--- config.mk ---
export PLATFORM = sky130hd
export DESIGN_NAME = i2c_addr_match
export DESIGN_NICKNAME = d
export VERILOG_FILES = /design/src/rtl/i2c_am_pkg.sv /design/src/rtl/am_cfg_decode.sv /design/src/rtl/am_cmp.sv /design/src/rtl/am_ctrl.sv /design/src/rtl/i2c_addr_match.sv
export SDC_FILE = /design/constraint.sdc
export NUM_CORES = 1
export LEC_CHECK = 0
export BUFFER_PORTS_ARGS = -buffer_cell sky130_fd_sc_hd__buf_2
export CAP_MARGIN = 20
export CORE_ASPECT_RATIO = 0.7
export CORE_MARGIN = 3
export CORE_UTILIZATION = 55
export CTS_CLUSTER_SIZE = 28
export DETAILED_ROUTE_END_ITERATION = 10
export PLACE_DENSITY = 0.82
export SYNTH_ARGS = -nofsm -noshare
export SYNTH_HDL_FRONTEND = slang
export SYNTH_SLANG_ARGS = --single-unit
--- constraint.sdc ---
create_clock -name clk_i -period 5.6 [get_ports clk_i]
set_input_delay 0.84 -clock clk_i [delete_from_list [all_inputs] [get_ports clk_i]]
set_output_delay 0.84 -clock clk_i [all_outputs]
set_load 0.05 [all_outputs]
--- src/rtl/i2c_am_pkg.sv ---
package i2c_am_pkg;
  localparam int BYTE_W = 8;
  localparam int A7_W   = 7;
  localparam int A10_W  = 10;
  localparam int HI_W   = A10_W - BYTE_W;

  localparam logic [4:0] HDR10_MARK = 5'b11110;

  typedef enum logic [1:0] {
    ST_IDLE,
    ST_FIRST,
    ST_SECOND,
    ST_DONE
  } am_state_e;

  typedef struct packed {
    logic prim;
    logic upper;
    logic range_h;
  } am_hits_t;
endpackage

--- src/rtl/am_cfg_decode.sv ---
module am_cfg_decode #(
  parameter int A7_W  = 7,
  parameter int A10_W = 10,
  localparam int EXT_W = A10_W - A7_W
) (
  input  logic [A10_W-1:0] prim_cfg_i,
  input  logic [A7_W-1:0]  upper_cfg_i,
  input  logic             range_en_i,
  output logic [A7_W-1:0]  prim7_o,
  output logic [A7_W-1:0]  upper7_o,
  output logic [A10_W-1:0] prim10_o,
  output logic [A10_W-1:0] upper10_o,
  output logic             upper_on_o,
  output logic             rng7_ok_o,
  output logic             rng10_ok_o
);
  assign prim7_o    = prim_cfg_i[A7_W-1:0];
  assign upper7_o   = upper_cfg_i;
  assign prim10_o   = prim_cfg_i;
  // upper address borrows the top bits of the primary in 10-bit mode
  assign upper10_o  = {prim_cfg_i[A10_W-1 -: EXT_W], upper_cfg_i};
  assign upper_on_o = |upper_cfg_i;

  assign rng7_ok_o  = range_en_i && (|prim7_o) && upper_on_o && (upper7_o > prim7_o);
  assign rng10_ok_o = range_en_i && (|prim10_o) && upper_on_o && (upper10_o > prim10_o);
endmodule

--- src/rtl/am_cmp.sv ---
module am_cmp
  import i2c_am_pkg::*;
#(
  parameter int W = 7
) (
  input  logic [W-1:0] cand_i,
  input  logic [W-1:0] prim_i,
  input  logic [W-1:0] upper_i,
  input  logic         upper_on_i,
  input  logic         range_ok_i,
  output am_hits_t     hits_o
);
  always_comb begin
    hits_o.prim    = (|cand_i) && (cand_i == prim_i);
    hits_o.upper   = upper_on_i && (cand_i == upper_i);
    hits_o.range_h = range_ok_i && (cand_i > prim_i) && (cand_i < upper_i);
  end
endmodule

--- src/rtl/am_ctrl.sv ---
module am_ctrl
  import i2c_am_pkg::*;
(
  input  logic              clk_i,
  input  logic              rst_ni,
  input  logic              start_i,
  input  logic              stop_i,
  input  logic              byte_vld_i,
  input  logic [BYTE_W-1:0] byte_i,
  input  logic              ten_bit_i,
  input  logic              gc_en_i,
  input  logic              wake_en_i,
  input  logic              stop_clr_i,
  input  logic [HI_W-1:0]   prim_hi_i,
  input  am_hits_t          hits7_i,
  input  am_hits_t          hits10_i,
  output logic [HI_W-1:0]   hdr_hi_o,
  output logic              addressed_o,
  output logic              range_hit_o,
  output logic              gen_call_o,
  output logic              slave_tx_o,
  output logic              ack_req_o,
  output logic              wakeup_o,
  output logic              stop_seen_o
);
  am_state_e state_q;
  logic      hdr_rw_q;
  logic      gc_hit, hdr_ok, first_hit, second_hit;

  assign gc_hit     = gc_en_i && (byte_i == '0);
  assign hdr_ok     = ten_bit_i && (byte_i[7:3] == HDR10_MARK) && (byte_i[2:1] == prim_hi_i);
  assign first_hit  = gc_hit || (!ten_bit_i && (hits7_i.prim || hits7_i.upper || hits7_i.range_h));
  assign second_hit = hits10_i.prim || hits10_i.upper || hits10_i.range_h;

  always_ff @(posedge clk_i or negedge rst_ni) begin
    if (!rst_ni) begin
      state_q     <= ST_IDLE;
      hdr_hi_o    <= '0;
      hdr_rw_q    <= 1'b0;
      addressed_o <= 1'b0;
      range_hit_o <= 1'b0;
      gen_call_o  <= 1'b0;
      slave_tx_o  <= 1'b0;
      ack_req_o   <= 1'b0;
      wakeup_o    <= 1'b0;
      stop_seen_o <= 1'b0;
    end else begin
      ack_req_o <= 1'b0;
      wakeup_o  <= 1'b0;
      if (stop_i) begin
        state_q     <= ST_IDLE;
        addressed_o <= 1'b0;
        range_hit_o <= 1'b0;
        gen_call_o  <= 1'b0;
        slave_tx_o  <= 1'b0;
        stop_seen_o <= 1'b1;
      end else begin
        if (stop_clr_i) stop_seen_o <= 1'b0;
        if (start_i) begin
          state_q     <= ST_FIRST;
          addressed_o <= 1'b0;
          range_hit_o <= 1'b0;
          gen_call_o  <= 1'b0;
          slave_tx_o  <= 1'b0;
        end else if (byte_vld_i) begin
          unique case (state_q)
            ST_FIRST: begin
              if (first_hit) begin
                addressed_o <= 1'b1;
                range_hit_o <= !gc_hit && hits7_i.range_h;
                gen_call_o  <= gc_hit;
                slave_tx_o  <= byte_i[0];
                ack_req_o   <= 1'b1;
                wakeup_o    <= wake_en_i;
                state_q     <= ST_DONE;
              end else if (hdr_ok) begin
                hdr_hi_o  <= byte_i[2:1];
                hdr_rw_q  <= byte_i[0];
                ack_req_o <= 1'b1;
                state_q   <= ST_SECOND;
              end else begin
                state_q <= ST_DONE;
              end
            end
            ST_SECOND: begin
              if (second_hit) begin
                addressed_o <= 1'b1;
                range_hit_o <= hits10_i.range_h;
                slave_tx_o  <= hdr_rw_q;
                ack_req_o   <= 1'b1;
                wakeup_o    <= wake_en_i;
              end
              state_q <= ST_DONE;
            end
            default: ;
          endcase
        end
      end
    end
  end


  stop_clears_chk: assert property (@(posedge clk_i) disable iff (!rst_ni)
    stop_i |=> !addressed_o && stop_seen_o);

  stop_sticky_chk: assert property (@(posedge clk_i) disable iff (!rst_ni)
    stop_seen_o && !stop_clr_i |=> stop_seen_o);

  start_clear_chk: assert property (@(posedge clk_i) disable iff (!rst_ni)
    start_i && !stop_i |=> !addressed_o && !ack_req_o);

  range_in_match_chk: assert property (@(posedge clk_i) disable iff (!rst_ni)
    range_hit_o |-> addressed_o && !gen_call_o);

  gc_write_chk: assert property (@(posedge clk_i) disable iff (!rst_ni)
    gen_call_o |-> addressed_o && !slave_tx_o);

  wake_gate_chk: assert property (@(posedge clk_i) disable iff (!rst_ni)
    wakeup_o |-> $past(wake_en_i) && addressed_o && ack_req_o);

  ack_on_byte_chk: assert property (@(posedge clk_i) disable iff (!rst_ni)
    ack_req_o |-> $past(byte_vld_i));
endmodule

--- src/rtl/i2c_addr_match.sv ---
module i2c_addr_match
  import i2c_am_pkg::*;
(
  input  logic        clk_i,
  input  logic        rst_ni,
  input  logic        start_i,
  input  logic        stop_i,
  input  logic        byte_vld_i,
  input  logic [7:0]  byte_i,
  input  logic [9:0]  cfg_prim_i,
  input  logic [6:0]  cfg_upper_i,
  input  logic        cfg_ten_bit_i,
  input  logic        cfg_gc_en_i,
  input  logic        cfg_range_en_i,
  input  logic        cfg_wake_en_i,
  input  logic        stop_clr_i,
  output logic        addressed_o,
  output logic        range_hit_o,
  output logic        gen_call_o,
  output logic        slave_tx_o,
  output logic        ack_req_o,
  output logic        wakeup_o,
  output logic        stop_seen_o
);
  logic [A7_W-1:0]  prim7, upper7;
  logic [A10_W-1:0] prim10, upper10, cand10;
  logic             upper_on, rng7_ok, rng10_ok;
  logic [HI_W-1:0]  hdr_hi;
  am_hits_t         hits7, hits10;

  am_cfg_decode #(.A7_W(A7_W), .A10_W(A10_W)) u_cfg (
    .prim_cfg_i (cfg_prim_i),
    .upper_cfg_i(cfg_upper_i),
    .range_en_i (cfg_range_en_i),
    .prim7_o    (prim7),
    .upper7_o   (upper7),
    .prim10_o   (prim10),
    .upper10_o  (upper10),
    .upper_on_o (upper_on),
    .rng7_ok_o  (rng7_ok),
    .rng10_ok_o (rng10_ok)
  );

  am_cmp #(.W(A7_W)) u_cmp7 (
    .cand_i    (byte_i[7:1]),
    .prim_i    (prim7),
    .upper_i   (upper7),
    .upper_on_i(upper_on),
    .range_ok_i(rng7_ok),
    .hits_o    (hits7)
  );

  assign cand10 = {hdr_hi, byte_i};

  am_cmp #(.W(A10_W)) u_cmp10 (
    .cand_i    (cand10),
    .prim_i    (prim10),
    .upper_i   (upper10),
    .upper_on_i(upper_on),
    .range_ok_i(rng10_ok),
    .hits_o    (hits10)
  );

  am_ctrl u_ctrl (
    .clk_i      (clk_i),
    .rst_ni     (rst_ni),
    .start_i    (start_i),
    .stop_i     (stop_i),
    .byte_vld_i (byte_vld_i),
    .byte_i     (byte_i),
    .ten_bit_i  (cfg_ten_bit_i),
    .gc_en_i    (cfg_gc_en_i),
    .wake_en_i  (cfg_wake_en_i),
    .stop_clr_i (stop_clr_i),
    .prim_hi_i  (prim10[A10_W-1 -: HI_W]),
    .hits7_i    (hits7),
    .hits10_i   (hits10),
    .hdr_hi_o   (hdr_hi),
    .addressed_o(addressed_o),
    .range_hit_o(range_hit_o),
    .gen_call_o (gen_call_o),
    .slave_tx_o (slave_tx_o),
    .ack_req_o  (ack_req_o),
    .wakeup_o   (wakeup_o),
    .stop_seen_o(stop_seen_o)
  );
endmodule

# Yosys cells after proc, flatten, opt, wreduce, memory -nomap -nowiden
# Cells that the tools add are included.
[totals] register_bits=12 in_bits=35 out_inout_bits=7 word_cells=114
[op_classes] magnitude_cmp=6 eq_ne=10 muxes=44 bitwise_logic=3 reduce_logical=41
[ops] operator="$mux W1" count=34
[ops] operator="$reduce_or A7 Y1" count=3
[ops] operator="$eq A10 B10 Y1" count=2
[ops] operator="$gt A10 B10 Y1" count=2
[ops] operator="$reduce_or A10 Y1" count=2
[ops] operator="$logic_and A1 B1 Y1" count=19
[ops] operator="$eq A7 B7 Y1" count=2
[ops] operator="$gt A7 B7 Y1" count=2
[ops] operator="$lt A10 B10 Y1" count=1
[ops] operator="$pmux W1 S2" count=5
[ops] operator="$reduce_bool A3 Y1" count=3
[ops] operator="$logic_not A8 Y1" count=1
[ops] operator="$mux W2" count=4
[ops] operator="$ne A4 B3 Y1 const B" count=2
[ops] operator="$lt A7 B7 Y1" count=1
[ops] operator="$reduce_and A6 Y1" count=1
[ops] operator="$eq A5 B5 Y1 const B" count=1
[ops] operator="$logic_or A1 B1 Y1" count=5
[ops] operator="$pmux W2 S2" count=1
[ops] operator="$reduce_and A4 Y1" count=1
[ops] operator="$reduce_bool A4 Y1" count=1
[ops] operator="$not A1 Y1" count=3
[ops] operator="$reduce_and A3 Y1" count=1
[ops] operator="$eq A2 B1 Y1 const B" count=1
[ops] operator="5 further kinds" count=6

# Longest topological paths before layout
[depth] ltp_word=14 depth_mapped=9 mapped_depth_nobuf=9

# Cells and area by module
# Synthesis repeated with hierarchy kept, for this count alone.
[hier_totals] cells_unflattened=266 hier_area_um2=2162.1
[modules_own_cells] module="am_ctrl" instances=1 cells_each=73 area_each_um2=724.4 seq_area_each_um2=300.3
[modules_own_cells] module="am_cmp (u_cmp10)" instances=1 cells_each=73 area_each_um2=546.8 seq_area_each_um2=0.0
[modules_own_cells] module="am_cfg_decode" instances=1 cells_each=69 area_each_um2=501.7 seq_area_each_um2=0.0
[modules_own_cells] module="am_cmp (u_cmp7)" instances=1 cells_each=51 area_each_um2=389.1 seq_area_each_um2=0.0

# Worst setup path before layout
# No wires, ideal clock.
[synth_timing] path_type="input port to flip-flop" startpoint="input port cfg_prim_i[5]" endpoint="register u_ctrl.range_hit_o" setup_ps=79 arrival_time_ps=2589 required_time_ps=5521 path_slack_ps=2932 cell_stages=9 n_path_buf=0 cell_sequence="inv_1 ha_1 nand2_1 or4_1 nand4_1 nor4_2 o41ai_2 o21bai_4 mux2i_1"
[synth_between] elab_chain_len=12 elab_cells_between_ends=36 classes_between="order compare: 4; eq/ne: 4; mux: 6; reduce/logical: 22"
[synth_rtl] element="start, declared" line="i2c_addr_match.sv:10" source="input logic [9:0] cfg_prim_i,"
[synth_rtl] element="branches (longest 12 deep; another with $gt A10 B10 Y1)"
[synth_rtl] element="end signal, assigned" line="am_ctrl.sv:70" source="range_hit_o <= !gc_hit && hits7_i.range_h;"
[synth_rtl] element="end signal, assigned" line="am_ctrl.sv:88" source="range_hit_o <= hits10_i.range_h;"
[synth_rtl] element="end, declared" line="am_ctrl.sv:19" source="output logic range_hit_o,"
# Several ways; the timed one is not identified. The select of a mux whose other input is x is not followed.
# A chain may end at the register's enable or synchronous reset.

# Final worst setup path
[layout_timing] startpoint="input port cfg_prim_i[6]" endpoint="register u_ctrl.wakeup_o"
[layout_between] elab_chain_len=14 elab_cells_between_ends=32 classes_between="order compare: 4; eq/ne: 2; mux: 6; reduce/logical: 20"
[layout_rtl] element="branches (longest 10 deep; another with $gt A7 B7 Y1)"
[layout_rtl] element="$pmux W1 S2 *" line="am_ctrl.sv:66" source="unique case (state_q)"
[layout_rtl] element="$mux W1 *" line="am_ctrl.sv:65" source="end else if (byte_vld_i) begin"
[layout_rtl] element="$mux W1 *" line="am_ctrl.sv:59" source="if (start_i) begin"
[layout_rtl] element="$mux W1 *" line="am_ctrl.sv:50" source="if (stop_i) begin"
[layout_rtl] element="end signal, assigned" line="am_ctrl.sv:74" source="wakeup_o <= wake_en_i;"
[layout_rtl] element="end signal, assigned" line="am_ctrl.sv:91" source="wakeup_o <= wake_en_i;"
[layout_rtl] element="end, declared" line="am_ctrl.sv:23" source="output logic wakeup_o,"
# Every way passes the cells marked *.

==> qor.yml <==
status: "completed"
syn_inst: 194
place_hpwl_um: 3621
syn2layout_area_growth_pct: 18.30
reg2reg_slack_ns: 3.21
grt_use_total_pct: 25.19
finClkSkew_ns: 0.002091
p_leak_nw: 1.048
cts.htree.levels: 1
synth_common_cells: "40 x ha_1, 29 x inv_1, 13 x a21oi_1, 13 x nand2_1, 12 x dfrtp_1"
rsz0062_at_grt: "false"
worstSkewPairLatency_ns: 0.25
maxCapViolations: 0
seqPwrFrac_pct: 30.4
dieArea_mm2: 0.003740
r2r-end: "u_ctrl.slave_tx_o"
ys_seq_area_share_pct: 18.00
ant_nets: 0
slew_headroom_pct: 60.42
avgSynthCellArea_um2: 8.597
grt_pass1_wl_um: 7307
place_area_mm2: 0.001918
pwr-share-comb_pct: 36.9
use_met3_pct: 6.564
fin_hold_ws_ns: 0.4591
route.detailed.drc: 0
diodes: 0
start_kind: "input port"
netlist_area_mm2: 0.001668
power.switching_mw: 0.1005
cts.sinks: 12
cts-buffers-inserted: 3
required_ns: 5.74
max_freq_mhz: 362.6
synth.most_common_cell: "ha_1"
drt_iter0_drc: 89
endpoint_kind: "register"
io_pins: 42
cts_hold_buf: 0
fin_crit_sh_pct: 49.25
yosysWarnings: 0
firstDrtPassIters: 4
die_w_um: 71.82
max-clock-path-buffers: 2
cts_tree: "built"
wl_um: 4294
grt_use_met2_pct: 36.43
crit_arrival_ns: 2.90
routed_via_density: 5.905
grt_max_degree: 13
async_reset_ff_share_pct: 100.0
hp-class: "in -> async"
synth_seq_cells: 12
powerDensity_mw_per_mm2: 150.0
vdd_drop_max_mv: 0.1582
cp-endpoint: "u_ctrl.wakeup_o"
r2r_cells: 8
layout.nets: 315
io_buffer_count: 41
initial_utilization_pct: 58.67
synthTopCellsByArea: "ha_1 30%, dfrtp_1 18%, inv_1 6.5%, a21oi_1 3.9%, nand4_1 3.4%"
seq_area_um2: 300.3
setup_viol: 0
synthFlopType: "dfrtp_1"
r2r-start: "u_ctrl.hdr_hi_o[1]"
met1_usage_pct: 37.69
grt-ovfl-total: 0
maxSlewViolCount: 0
synth_edf_count: 0
finalSetupTns_ns: 0
intPower_mw: 0.1955
cp-startpoint: "cfg_prim_i[6]"
synth_largest_area_cell: "ha_1"
worst_pin_slew_ns: 0.5882
netSwitchingFraction_pct: 33.95
coreArea_mm2: 0.002843
clk_pin_slew_worst_paths_ns: 0.06
finalHoldViolCount: 0
synth_nets: 269
critPathKind: "in -> reg"
n_fill_cell: 237
busiest_layer: "met1"
clkPwrFrac_pct: 32.7
clockRootBuffer: "clkbuf_8"
first_global_vias: 1543
multiInputGateArea_mm2: 0.001259
layout-drive-gt1-share_pct: 25.10
vias: 1624
cp_max_fo: 4
fp.dieH_um: 52.08
cts_setup_buffers: 0
wire_per_inst_um: 15.61
rows: 16
final_cell_area_mm2: 0.001973
cts_resized: 0
synth_top_area_share_pct: 30.01
ys_types: 48
fin_crit_ns: 2.758
gp_congestion: 0.8742
antenna_found_initial: 0
-- registers in the layout, summed over array words and instances, names as in the netlist --
register,flops
u_ctrl.hdr_rw_q,1
u_ctrl.ack_req_o,1
u_ctrl.slave_tx_o,1
u_ctrl.stop_seen_o,1
u_ctrl.state_q,2
u_ctrl.gen_call_o,1
u_ctrl.wakeup_o,1
u_ctrl.addressed_o,1
u_ctrl.range_hit_o,1
u_ctrl.hdr_hi_o,2
-- worst max-delay path: stages --
cell and delay [ns]:
buf_2 0.09, inv_1 0.07, ha_1 0.32, and4_1 0.20
a21boi_2 0.18, o2111ai_2 0.17, a2111oi_2 0.38, a31o_2 0.30
nor2_1 0.07, a211oi_1 0.29
-- layer usage --
metal	wire, um	part of all wire, %
met4	40	0.93
met2	1743	41
met3	356	8.3
met1	2153	50
met5	0	0
-- per-stage QoR --
| step | total power [mW] | worst slack (ns) | util [%] | instances |
|---|---|---|---|---|
| after global placement | 0.1971 | 2.615 | 67.47 | 271 |
| after global routing | 0.3148 | 2.665 | 69.41 | 275 |
| after detailed placement | 0.1984 | 2.607 | 67.47 | 271 |
| after CTS | 0.2945 | 2.851 | 69.41 | 275 |
| final | 0.2960 | 2.842 | 69.41 | 275 |
| after floorplan | 0.1590 | 2.932 | - | 194 |
-- kinds of logic (layout without fill, tap and decap cells) --
logic type	count (synthesis)	count (layout)	synth area share (%)
AOI/OAI and AO/OA	43	43	19.28
and+or+nand+nor	65	65	23.26
xor gates and xnor gates	2	2	1.050
buffers and inverters	29	74	6.526
muxes	3	3	1.875
adders and majority gates	40	40	30.01
DFF	12	12	18.00
-- cell type report --
cell class / instances / area share, %
Clock buffer: 4 / 2.790
Inverter: 29 / 5.517
Multi-Input combinational cell: 153 / 63.79
Sequential cell: 12 / 15.22
Tap cell: 36 / 2.283
Timing Repair Buffer: 41 / 10.40
-- placed cells by master (no fill, tap or decap), types with 4 or more instances in the layout --
cell type | Yosys | layout
a21o_1 | 4 | 4
nand2_1 | 13 | 13
a21oi_1 | 13 | 13
nand3_1 | 6 | 6
inv_1 | 29 | 29
buf_2 | 0 | 41
dfrtp_1 | 12 | 12
clkbuf_8 | 0 | 4
nor2_1 | 9 | 9
nor4_1 | 5 | 5
nand4_1 | 9 | 9
ha_1 | 40 | 40
-- worst min path at each step --
stage          slack (ns)  depth (start not counted)                  to
2_1_floorplan        0.46                          2     u_ctrl.hdr_rw_q
3_3_place_gp         0.46                          1  u_ctrl.stop_seen_o
3_5_place_dp         0.47                          1  u_ctrl.stop_seen_o
4_1_cts              0.47                          1   u_ctrl.gen_call_o
5_1_grt              0.48                          1   u_ctrl.gen_call_o
6_report             0.46                          1   u_ctrl.gen_call_o
-- power groups by stage --
stage	clock, mW	combinational (mW)	sequential [mW]
after CTS	0.0965	0.108	0.0900
after global routing	0.101	0.124	0.0902
after global placement	0	0.106	0.0914
after detailed placement	0	0.107	0.0915
after floorplan	0	0.0644	0.0946
final	0.0968	0.109	0.0901
(Power assumes the default switching activity.)
